## src/rtl/ext_stat_pkg.sv

```systemverilog
package ext_stat_pkg;
    localparam int NSRC     = 6;
    localparam int IDX_BRK  = 0;
    localparam int IDX_TXU  = 1;
    localparam int IDX_CTS  = 2;
    localparam int IDX_DCD  = 3;
    localparam int IDX_SYNC = 4;
    localparam int IDX_ZC   = 5;
    localparam int ENW      = NSRC + 1;

    typedef enum logic [1:0] {
        ST_OPEN     = 2'd0,
        ST_HELD     = 2'd1,
        ST_HELD_BRK = 2'd2
    } latch_st_e;

    typedef enum logic [1:0] {
        CMD_NONE       = 2'd0,
        CMD_RST_STAT   = 2'd1,
        CMD_RST_TXU    = 2'd2,
        CMD_SEND_ABORT = 2'd3
    } cmd_e;
endpackage

```

## src/rtl/ext_stat_sync.sv

```systemverilog
module ext_stat_sync #(
    parameter int STAGES = 2,
    parameter int W      = 2
) (
    input  logic         clk,
    input  logic         rst_n,
    input  logic [W-1:0] d_i,
    output logic [W-1:0] q_o
);
    logic [W-1:0] stg [STAGES];

    always_ff @(posedge clk or negedge rst_n) begin
        if (!rst_n) begin
            for (int j = 0; j < STAGES; j++) stg[j] <= '0;
        end else begin
            stg[0] <= d_i;
            for (int j = 1; j < STAGES; j++) stg[j] <= stg[j-1];
        end
    end

    assign q_o = stg[STAGES-1];
endmodule

```

## src/rtl/ext_stat_txu.sv

```systemverilog
module ext_stat_txu
    import ext_stat_pkg::*;
(
    input  logic       clk,
    input  logic       rst_n,
    input  logic       async_mode_i,
    input  logic       crc_load_i,
    input  logic [1:0] cmd_i,
    output logic       txu_o
);
    logic set_req;
    logic clr_req;

    assign set_req = async_mode_i || crc_load_i || (cmd_i == CMD_SEND_ABORT);
    assign clr_req = (cmd_i == CMD_RST_TXU);

    always_ff @(posedge clk or negedge rst_n) begin
        if (!rst_n)       txu_o <= 1'b0;
        else if (set_req) txu_o <= 1'b1;
        else if (clr_req) txu_o <= 1'b0;
    end
endmodule

```

## src/rtl/ext_stat_edge.sv

```systemverilog
module ext_stat_edge
    import ext_stat_pkg::*;
(
    input  logic            clk,
    input  logic            rst_n,
    input  logic [NSRC-1:0] cur_i,
    input  logic [NSRC-1:0] en_i,
    output logic            evt_any_o,
    output logic            brk_evt_o
);
    logic [NSRC-1:0] prev_q;
    logic            armed_q;
    logic [NSRC-1:0] raw;
    logic [NSRC-1:0] evt;

    always_ff @(posedge clk or negedge rst_n) begin
        if (!rst_n) begin
            prev_q  <= '0;
            armed_q <= 1'b0;
        end else begin
            prev_q  <= cur_i;
            armed_q <= 1'b1;
        end
    end

    for (genvar i = 0; i < NSRC; i++) begin : g_rule
        if (i == IDX_TXU) begin : g_rise_only
            assign raw[i] = cur_i[i] & ~prev_q[i];
        end else begin : g_both
            assign raw[i] = cur_i[i] ^ prev_q[i];
        end
    end

    assign evt       = raw & en_i & {NSRC{armed_q}};
    assign evt_any_o = |evt;
    assign brk_evt_o = evt[IDX_BRK];
endmodule

```

## src/rtl/ext_stat_fsm.sv

```systemverilog
module ext_stat_fsm
    import ext_stat_pkg::*;
(
    input  logic            clk,
    input  logic            rst_n,
    input  logic [NSRC-1:0] cur_i,
    input  logic [NSRC-1:0] en_i,
    input  logic            evt_any_i,
    input  logic            brk_evt_i,
    input  logic            rst_cmd_i,
    output logic [NSRC-1:0] view_o,
    output logic            pend_o
);
    latch_st_e       state_q;
    latch_st_e       state_d;
    logic [NSRC-1:0] snap_q;
    logic            capture;

    always_ff @(posedge clk or negedge rst_n) begin
        if (!rst_n) state_q <= ST_OPEN;
        else        state_q <= state_d;
    end

    always_comb begin
        state_d = state_q;
        unique case (state_q)
            ST_OPEN: begin
                if (evt_any_i) state_d = ST_HELD;
            end
            ST_HELD: begin
                if (rst_cmd_i)      state_d = brk_evt_i ? ST_HELD : ST_OPEN;
                else if (brk_evt_i) state_d = ST_HELD_BRK;
            end
            ST_HELD_BRK: begin
                if (rst_cmd_i) state_d = ST_HELD;
            end
            default: state_d = ST_OPEN;
        endcase
    end

    assign capture = (state_q == ST_OPEN) || (rst_cmd_i && state_d == ST_HELD);

    always_ff @(posedge clk or negedge rst_n) begin
        if (!rst_n)       snap_q <= '0;
        else if (capture) snap_q <= cur_i;
    end

    always_comb begin
        pend_o = (state_q != ST_OPEN);
        for (int i = 0; i < NSRC; i++) begin
            view_o[i] = (pend_o && en_i[i]) ? snap_q[i] : cur_i[i];
        end
    end
endmodule

```

## src/rtl/ext_stat_latch.sv

```systemverilog
module ext_stat_latch
    import ext_stat_pkg::*;
#(
    parameter int SYNC_STAGES = 2
) (
    input  logic            clk,
    input  logic            rst_n,
    input  logic            brk_abt_i,
    input  logic            cts_i,
    input  logic            dcd_i,
    input  logic            sync_hunt_i,
    input  logic            zero_cnt_i,
    input  logic            async_mode_i,
    input  logic            crc_load_i,
    input  logic [1:0]      cmd_i,
    input  logic            en_we_i,
    input  logic [ENW-1:0]  en_wdata_i,
    input  logic            rd_n_i,
    output logic [NSRC-1:0] stat_o,
    output logic            pend_o,
    output logic            irq_o
);
    logic [NSRC-1:0] en_mask;
    logic            master_q;
    logic [1:0]      pins_sync;
    logic            txu_bit;
    logic [NSRC-1:0] cur;
    logic [NSRC-1:0] view;
    logic            evt_any;
    logic            brk_evt;
    logic [NSRC-1:0] rd_q;

    always_ff @(posedge clk or negedge rst_n) begin
        if (!rst_n) begin
            en_mask  <= '0;
            master_q <= 1'b0;
        end else if (en_we_i) begin
            en_mask  <= en_wdata_i[NSRC-1:0];
            master_q <= en_wdata_i[NSRC];
        end
    end

    ext_stat_sync #(.STAGES(SYNC_STAGES), .W(2)) u_sync (
        .clk   (clk),
        .rst_n (rst_n),
        .d_i   ({dcd_i, cts_i}),
        .q_o   (pins_sync)
    );

    ext_stat_txu u_txu (
        .clk          (clk),
        .rst_n        (rst_n),
        .async_mode_i (async_mode_i),
        .crc_load_i   (crc_load_i),
        .cmd_i        (cmd_i),
        .txu_o        (txu_bit)
    );

    always_comb begin
        cur           = '0;
        cur[IDX_BRK]  = brk_abt_i;
        cur[IDX_TXU]  = txu_bit;
        cur[IDX_CTS]  = pins_sync[0];
        cur[IDX_DCD]  = pins_sync[1];
        cur[IDX_SYNC] = sync_hunt_i;
        cur[IDX_ZC]   = zero_cnt_i;
    end

    ext_stat_edge u_edge (
        .clk       (clk),
        .rst_n     (rst_n),
        .cur_i     (cur),
        .en_i      (en_mask),
        .evt_any_o (evt_any),
        .brk_evt_o (brk_evt)
    );

    ext_stat_fsm u_fsm (
        .clk       (clk),
        .rst_n     (rst_n),
        .cur_i     (cur),
        .en_i      (en_mask),
        .evt_any_i (evt_any),
        .brk_evt_i (brk_evt),
        .rst_cmd_i (cmd_i == CMD_RST_STAT),
        .view_o    (view),
        .pend_o    (pend_o)
    );

    always_ff @(posedge clk or negedge rst_n) begin
        if (!rst_n)      rd_q <= '0;
        else if (rd_n_i) rd_q <= view;
    end

    assign stat_o = rd_q;
    assign irq_o  = master_q & pend_o;
endmodule


```

## config.mk

```make
export PLATFORM = sky130hd
export DESIGN_NAME = ext_stat_latch
export DESIGN_NICKNAME = d
export VERILOG_FILES = /design/src/rtl/ext_stat_pkg.sv /design/src/rtl/ext_stat_sync.sv /design/src/rtl/ext_stat_txu.sv /design/src/rtl/ext_stat_edge.sv /design/src/rtl/ext_stat_fsm.sv /design/src/rtl/ext_stat_latch.sv
export SDC_FILE = /design/constraint.sdc
export NUM_CORES = 1
export LEC_CHECK = 0
export CAP_MARGIN = 20
export CELL_PAD_IN_SITES_DETAIL_PLACEMENT = 0
export CELL_PAD_IN_SITES_GLOBAL_PLACEMENT = 1
export CORE_MARGIN = 5
export CORE_UTILIZATION = 39
export CTS_BUF_LIST = sky130_fd_sc_hd__clkbuf_4 sky130_fd_sc_hd__clkbuf_8 sky130_fd_sc_hd__clkbuf_16
export CTS_CLUSTER_SIZE = 12
export DETAILED_ROUTE_END_ITERATION = 12
export PLACE_DENSITY_LB_ADDON = 0.15
export SYNTH_ARGS = -nofsm -noshare
export SYNTH_HDL_FRONTEND = slang
export SYNTH_SLANG_ARGS = --single-unit
```

## constraint.sdc

```tcl
create_clock -name clk -period 1.9 [get_ports clk]
set_input_delay 0.475 -clock clk [delete_from_list [all_inputs] [get_ports clk]]
set_output_delay 0.475 -clock clk [all_outputs]
set_load 0.05 [all_outputs]
```

==> flow_summary.html <==
<table>
<tr><th>Metric</th><th>Value</th></tr>
<tr><th colspan="2">Synthesis</th></tr>
<tr><td>Syn Inst Count</td><td>between 100 and 150</td></tr>
<tr><td>Adder-cell share of the synthesized area</td><td>0%</td></tr>
<tr><td>Main combinational cell family by area after synthesis</td><td>multiplexers</td></tr>
<tr><td>Synth Register Bits</td><td>33</td></tr>
<tr><td>Synth warn</td><td>0</td></tr>
<tr><td>Post-Synthesis Cell Area</td><td>roughly 1300 um^2</td></tr>
<tr><td>Mapped Avg Cell Area</td><td>13.0 um^2</td></tr>
<tr><td>Area share of and/or/nand/nor cells after synthesis</td><td>under 10%</td></tr>
<tr><td>Synth Area in XOR/XNOR</td><td>under 10%</td></tr>
<tr><td>Fraction of the mapped netlist area in compound gates</td><td>7.01%</td></tr>
<tr><td>Syn Nets</td><td>between 100 and 150</td></tr>
<tr><td>Mux contribution to synthesized area</td><td>between 10% and 20%</td></tr>
<tr><td>Sequential fraction of the synthesis area</td><td>approximately 63%</td></tr>
<tr><td>Post-synth cell types</td><td>21</td></tr>
<tr><th colspan="2">Route</th></tr>
<tr><td>Routed via count divided by cell count</td><td>around 4.6</td></tr>
<tr><td>Iteration-0 DRC Markers</td><td>15</td></tr>
<tr><td>Overall routed net length</td><td>2530 um</td></tr>
<tr><td>First-pass iteration count of the detailed router</td><td>4</td></tr>
<tr><td>Average wire length per cell after detail routing</td><td>13.5 um</td></tr>
<tr><td>Vias post-DR</td><td>approximately 870</td></tr>
<tr><td>Residual antenna-violating net count after detailed routing</td><td>0</td></tr>
<tr><td>Post-detailed-route DRC marker count</td><td>0</td></tr>
<tr><th colspan="2">Min path</th></tr>
<tr><td>Sink of the worst hold path</td><td>u_sync.q_o[1]</td></tr>
<tr><td>Number of cells on the worst hold path</td><td>0</td></tr>
<tr><td>Worst hold start</td><td>u_sync.stg[3]</td></tr>
<tr><td>Hold crit path type</td><td>reg2reg</td></tr>
<tr><th colspan="2">Worst setup path</th></tr>
<tr><td>Worst reg2reg endpoint</td><td>u_fsm.snap_q[3]</td></tr>
<tr><td>Start-to-end type of the worst setup path</td><td>reg2out</td></tr>
<tr><td>CP Data Arrival Time</td><td>about 1400 ps</td></tr>
<tr><td>Reg2Reg Depth</td><td>4</td></tr>
<tr><td>Launching point of the worst reg2reg path</td><td>u_edge.prev_q[0]</td></tr>
<tr><td>Kind of start point of the critical path</td><td>flip-flop</td></tr>
<tr><td>Kind of end point of the critical path</td><td>output port</td></tr>
<tr><td>Req. time, crit path</td><td>1420 ps</td></tr>
<tr><td>Highest net fanout along the worst path</td><td>4</td></tr>
<tr><td>Register-to-Register Setup Slack</td><td>~450 ps</td></tr>
<tr><th colspan="2">Layout</th></tr>
<tr><td>FF/Latch Area</td><td>just over 800 um^2</td></tr>
<tr><td>Total area of multi-input combinational cells</td><td>475 um^2</td></tr>
<tr><td>Final design area excluding fillers</td><td>~1700 um^2</td></tr>
<tr><td>Growth of design area from synthesis to finish</td><td>31.3%</td></tr>
<tr><td>Most used cells in the layout excluding fill and tap cells</td><td>sky130_fd_sc_hd__dfrtp_1 (33), sky130_fd_sc_hd__clkdlybuf4s50_1 (19), sky130_fd_sc_hd__buf_4 (16), sky130_fd_sc_hd__mux2_2 (13)</td></tr>
<tr><td>Number of antenna diodes</td><td>0</td></tr>
<tr><td>Share of final-layout standard cells stronger than drive strength 1</td><td>approximately 27%</td></tr>
<tr><td>Fillers</td><td>328</td></tr>
<tr><td>Number of nets in the layout</td><td>161</td></tr>
<tr><td>Most common library cell in the layout ignoring fill and taps</td><td>sky130_fd_sc_hd__dfrtp_1</td></tr>
<tr><th colspan="2">CTS</th></tr>
<tr><td>Hold buffer count at CTS</td><td>0</td></tr>
<tr><td>Total number of clock tree sinks</td><td>33</td></tr>
<tr><td>Clock tree from TritonCTS</td><td>built</td></tr>
<tr><td>H-tree level count</td><td>2</td></tr>
<tr><td>Root Buffer Master</td><td>sky130_fd_sc_hd__clkbuf_4</td></tr>
<tr><td>Maximum number of buffers from clock root to sink</td><td>2</td></tr>
<tr><td>Clk slew on worst S/H paths</td><td>90 ps</td></tr>
<tr><td>Cts bufs inserted</td><td>5</td></tr>
<tr><td>Clock latency reported for the late side of the worst-skew pair</td><td>approximately 340 ps</td></tr>
<tr><th colspan="2">Power</th></tr>
<tr><td>Power per cell area</td><td>between 1000 and 1500 nW/um^2</td></tr>
<tr><td>Part of the power in registers</td><td>around 45%</td></tr>
<tr><td>Leakage power</td><td>0.000777 uW</td></tr>
<tr><td>Share of power burned in the clock network</td><td>roughly a fifth</td></tr>
<tr><td>Switch Pwr</td><td>between 600 and 700 uW</td></tr>
<tr><td>Total power</td><td>2030 uW</td></tr>
<tr><td>Gate power share</td><td>36.6%</td></tr>
<tr><td>Switching part of the total</td><td>34.3%</td></tr>
<tr><td>Internal power component</td><td>1340 uW</td></tr>
<tr><td>Maximum resistive drop on vdd</td><td>0.000520 V</td></tr>
<tr><th colspan="2">Timing</th></tr>
<tr><td>Total of endpoints with negative setup slack in the final report</td><td>0</td></tr>
<tr><td>Final critical path time including I/O delays and setup</td><td>between 1500 and 2000 ps</td></tr>
<tr><td>Final hold viol count</td><td>0</td></tr>
<tr><td>Worst Skew</td><td>7.08 ps</td></tr>
<tr><td>Unrepaired setup endpoints after global routing</td><td>false</td></tr>
<tr><td>Post-route worst setup slack</td><td>79.9 ps</td></tr>
<tr><td>Maximum frequency from static timing analysis</td><td>roughly 550 MHz</td></tr>
<tr><td>Fin Hold WS</td><td>~360 ps</td></tr>
<tr><td>Slew Viols, Final</td><td>0</td></tr>
<tr><td>Fraction of the cycle the final worst path needs</td><td>between 90% and 100%</td></tr>
<tr><th colspan="2">Global route</th></tr>
<tr><td>Overflow left after global routing</td><td>0</td></tr>
<tr><td>Pin count of the biggest net entering global routing</td><td>34</td></tr>
<tr><td>Wire length of the first global-routing pass</td><td>4220 um</td></tr>
<tr><td>Total routing usage reported by global routing</td><td>13.0%</td></tr>
<tr><td>Antenna violations before repair</td><td>0</td></tr>
<tr><td>Vias in the first global route</td><td>between 800 and 900</td></tr>
<tr><th colspan="2">Outcome</th></tr>
<tr><td>Run status</td><td>completed</td></tr>
<tr><th colspan="2">Job</th></tr>
<tr><td># Max-Cap Violations</td><td>0</td></tr>
<tr><th colspan="2">Placement</th></tr>
<tr><td>Number of buffers added on ports</td><td>27</td></tr>
<tr><td>Post-placement worst setup slack</td><td>-216 ps</td></tr>
<tr><td>Final weighted congestion of routability-driven global placement</td><td>0.798</td></tr>
<tr><td>Post-DP HPWL</td><td>1760 um</td></tr>
<tr><td>Cell Area, Placed</td><td>~1600 um^2</td></tr>
<tr><th colspan="2">Die</th></tr>
<tr><td>Die Area</td><td>between 4000 and 5000 um^2</td></tr>
<tr><td>Number of top-level pins</td><td>28</td></tr>
<tr><td>Standard cell core area</td><td>approximately 3300 um^2</td></tr>
<tr><td>Floorplan die width</td><td>about 68 um</td></tr>
<tr><td>Die height</td><td>68.2 um</td></tr>
<tr><td>Initial core utilization</td><td>about two fifths</td></tr>
<tr><td>Std cell rows</td><td>21</td></tr>
</table>
[power groups by stage]
stage | logic, uW | registers [uW] | clock network (uW)
4_1_cts | 702 | 902 | 406
5_1_grt | 802 | 925 | 435
2_1_floorplan | 369 | 1010 | 0
3_3_place_gp | 651 | 923 | 0
3_5_place_dp | 661 | 927 | 0
6_report | 744 | 904 | 383
[layer usage]
metal  up-vias  part of all wire [%]  global-route usage [%]
met1       413                    46                    15.9
met2        23                    46                    19.0
met4         0                   2.9                    8.93
met5         -                     0                       0
li1        425                     -                       -
met3         8                   5.6                    4.43
[stage by stage]
stage | setup TNS (ps) | utilization [%] | std cells
2_1_floorplan | 0 | - | 102
3_3_place_gp | -1050 | 49.5 | 175
3_5_place_dp | -1440 | 49.5 | 175
4_1_cts | 0 | 51.7 | 185
5_1_grt | 0 | 52.4 | 188
6_report | 0 | 52.4 | 188
[cells by family (layout without fill, tap and decap cells)]
logic type | count (synthesis) | in the layout
AO/OA/AOI/OAI | 13 | 13
XOR/XNOR | 6 | 6
buffers and inverters | 6 | 46
flip-flops | 33 | 33
multiplexers | 20 | 20
other | 1 | 1
AND/OR/NAND/NOR | 23 | 23
[layout make-up]
type                       instances  area share [%]
sequential                        33            47.6
tap                               46            3.32
inverter                           3           0.649
clock inverter                     2           0.577
timing repair buffer              35            17.9
clock buffer                       6            2.60
multi-input combinational         63            27.4
[state kept, by name (all words and copies together) (netlist names)]
signal	flops
en_mask	6
stat_o	6
u_fsm.snap_q	6
u_edge.prev_q	6
u_txu.txu_o	1
master_q	1
u_fsm.state_q	2
u_sync.stg	2
u_sync.q_o	2
u_edge.armed_q	1
[what timing repair did]
| item | 4_1_cts | 5_1_grt |
|---|---|---|
| gates resized for setup | 1 | 0 |
| setup endpoints to repair | 1 | 1 |
| pin swaps | 0 | 1 |
| setup buffers | 2 | 3 |
[Yosys cell counts, drive strengths merged]
| cell type | number | area share, % |
|---|---|---|
| or2 | 1 | 0.47 |
| nor2b | 3 | 1.4 |
| inv | 3 | 0.85 |
| a311oi | 1 | 0.66 |
| nand3 | 1 | 0.38 |
| mux2i | 7 | 5.3 |
| nand4 | 2 | 0.95 |
| a32oi | 1 | 0.66 |
| mux2 | 13 | 11 |
| o2bb2ai | 1 | 1.1 |
| xor2 | 6 | 4.0 |
| a221o | 1 | 0.76 |
| a22oi | 2 | 1.1 |
| nor2 | 7 | 2.0 |
| clkbuf | 3 | 0.85 |
| and2 | 1 | 0.47 |
| nand2 | 7 | 2.0 |
| dfrtp | 33 | 62 |
| nand2b | 1 | 0.47 |
| conb | 1 | 0.28 |
| a21oi | 7 | 2.7 |
[worst max-delay path: stages (launching register included)]
cell and delay [ps]:
sky130_fd_sc_hd__dfrtp_1 400, sky130_fd_sc_hd__or2_4 270, sky130_fd_sc_hd__and2_1 160, sky130_fd_sc_hd__buf_4 180
[worst max path at each step]
| stage | start | endpoint | slack (ps) | cells after the start |
|---|---|---|---|---|
| 5_1_grt | brk_abt_i | u_fsm.snap_q[3] | 20 | 5 |
| 2_1_floorplan | u_fsm.state_q[1] | irq_o | 60 | 3 |
| 3_5_place_dp | brk_abt_i | u_fsm.snap_q[0] | -220 | 5 |
| 6_report | u_fsm.state_q[0] | irq_o | 80 | 3 |
| 3_3_place_gp | brk_abt_i | u_fsm.snap_q[0] | -150 | 5 |
| 4_1_cts | u_fsm.state_q[1] | irq_o | 20 | 3 |
Power figures use the tool's default switching activity.
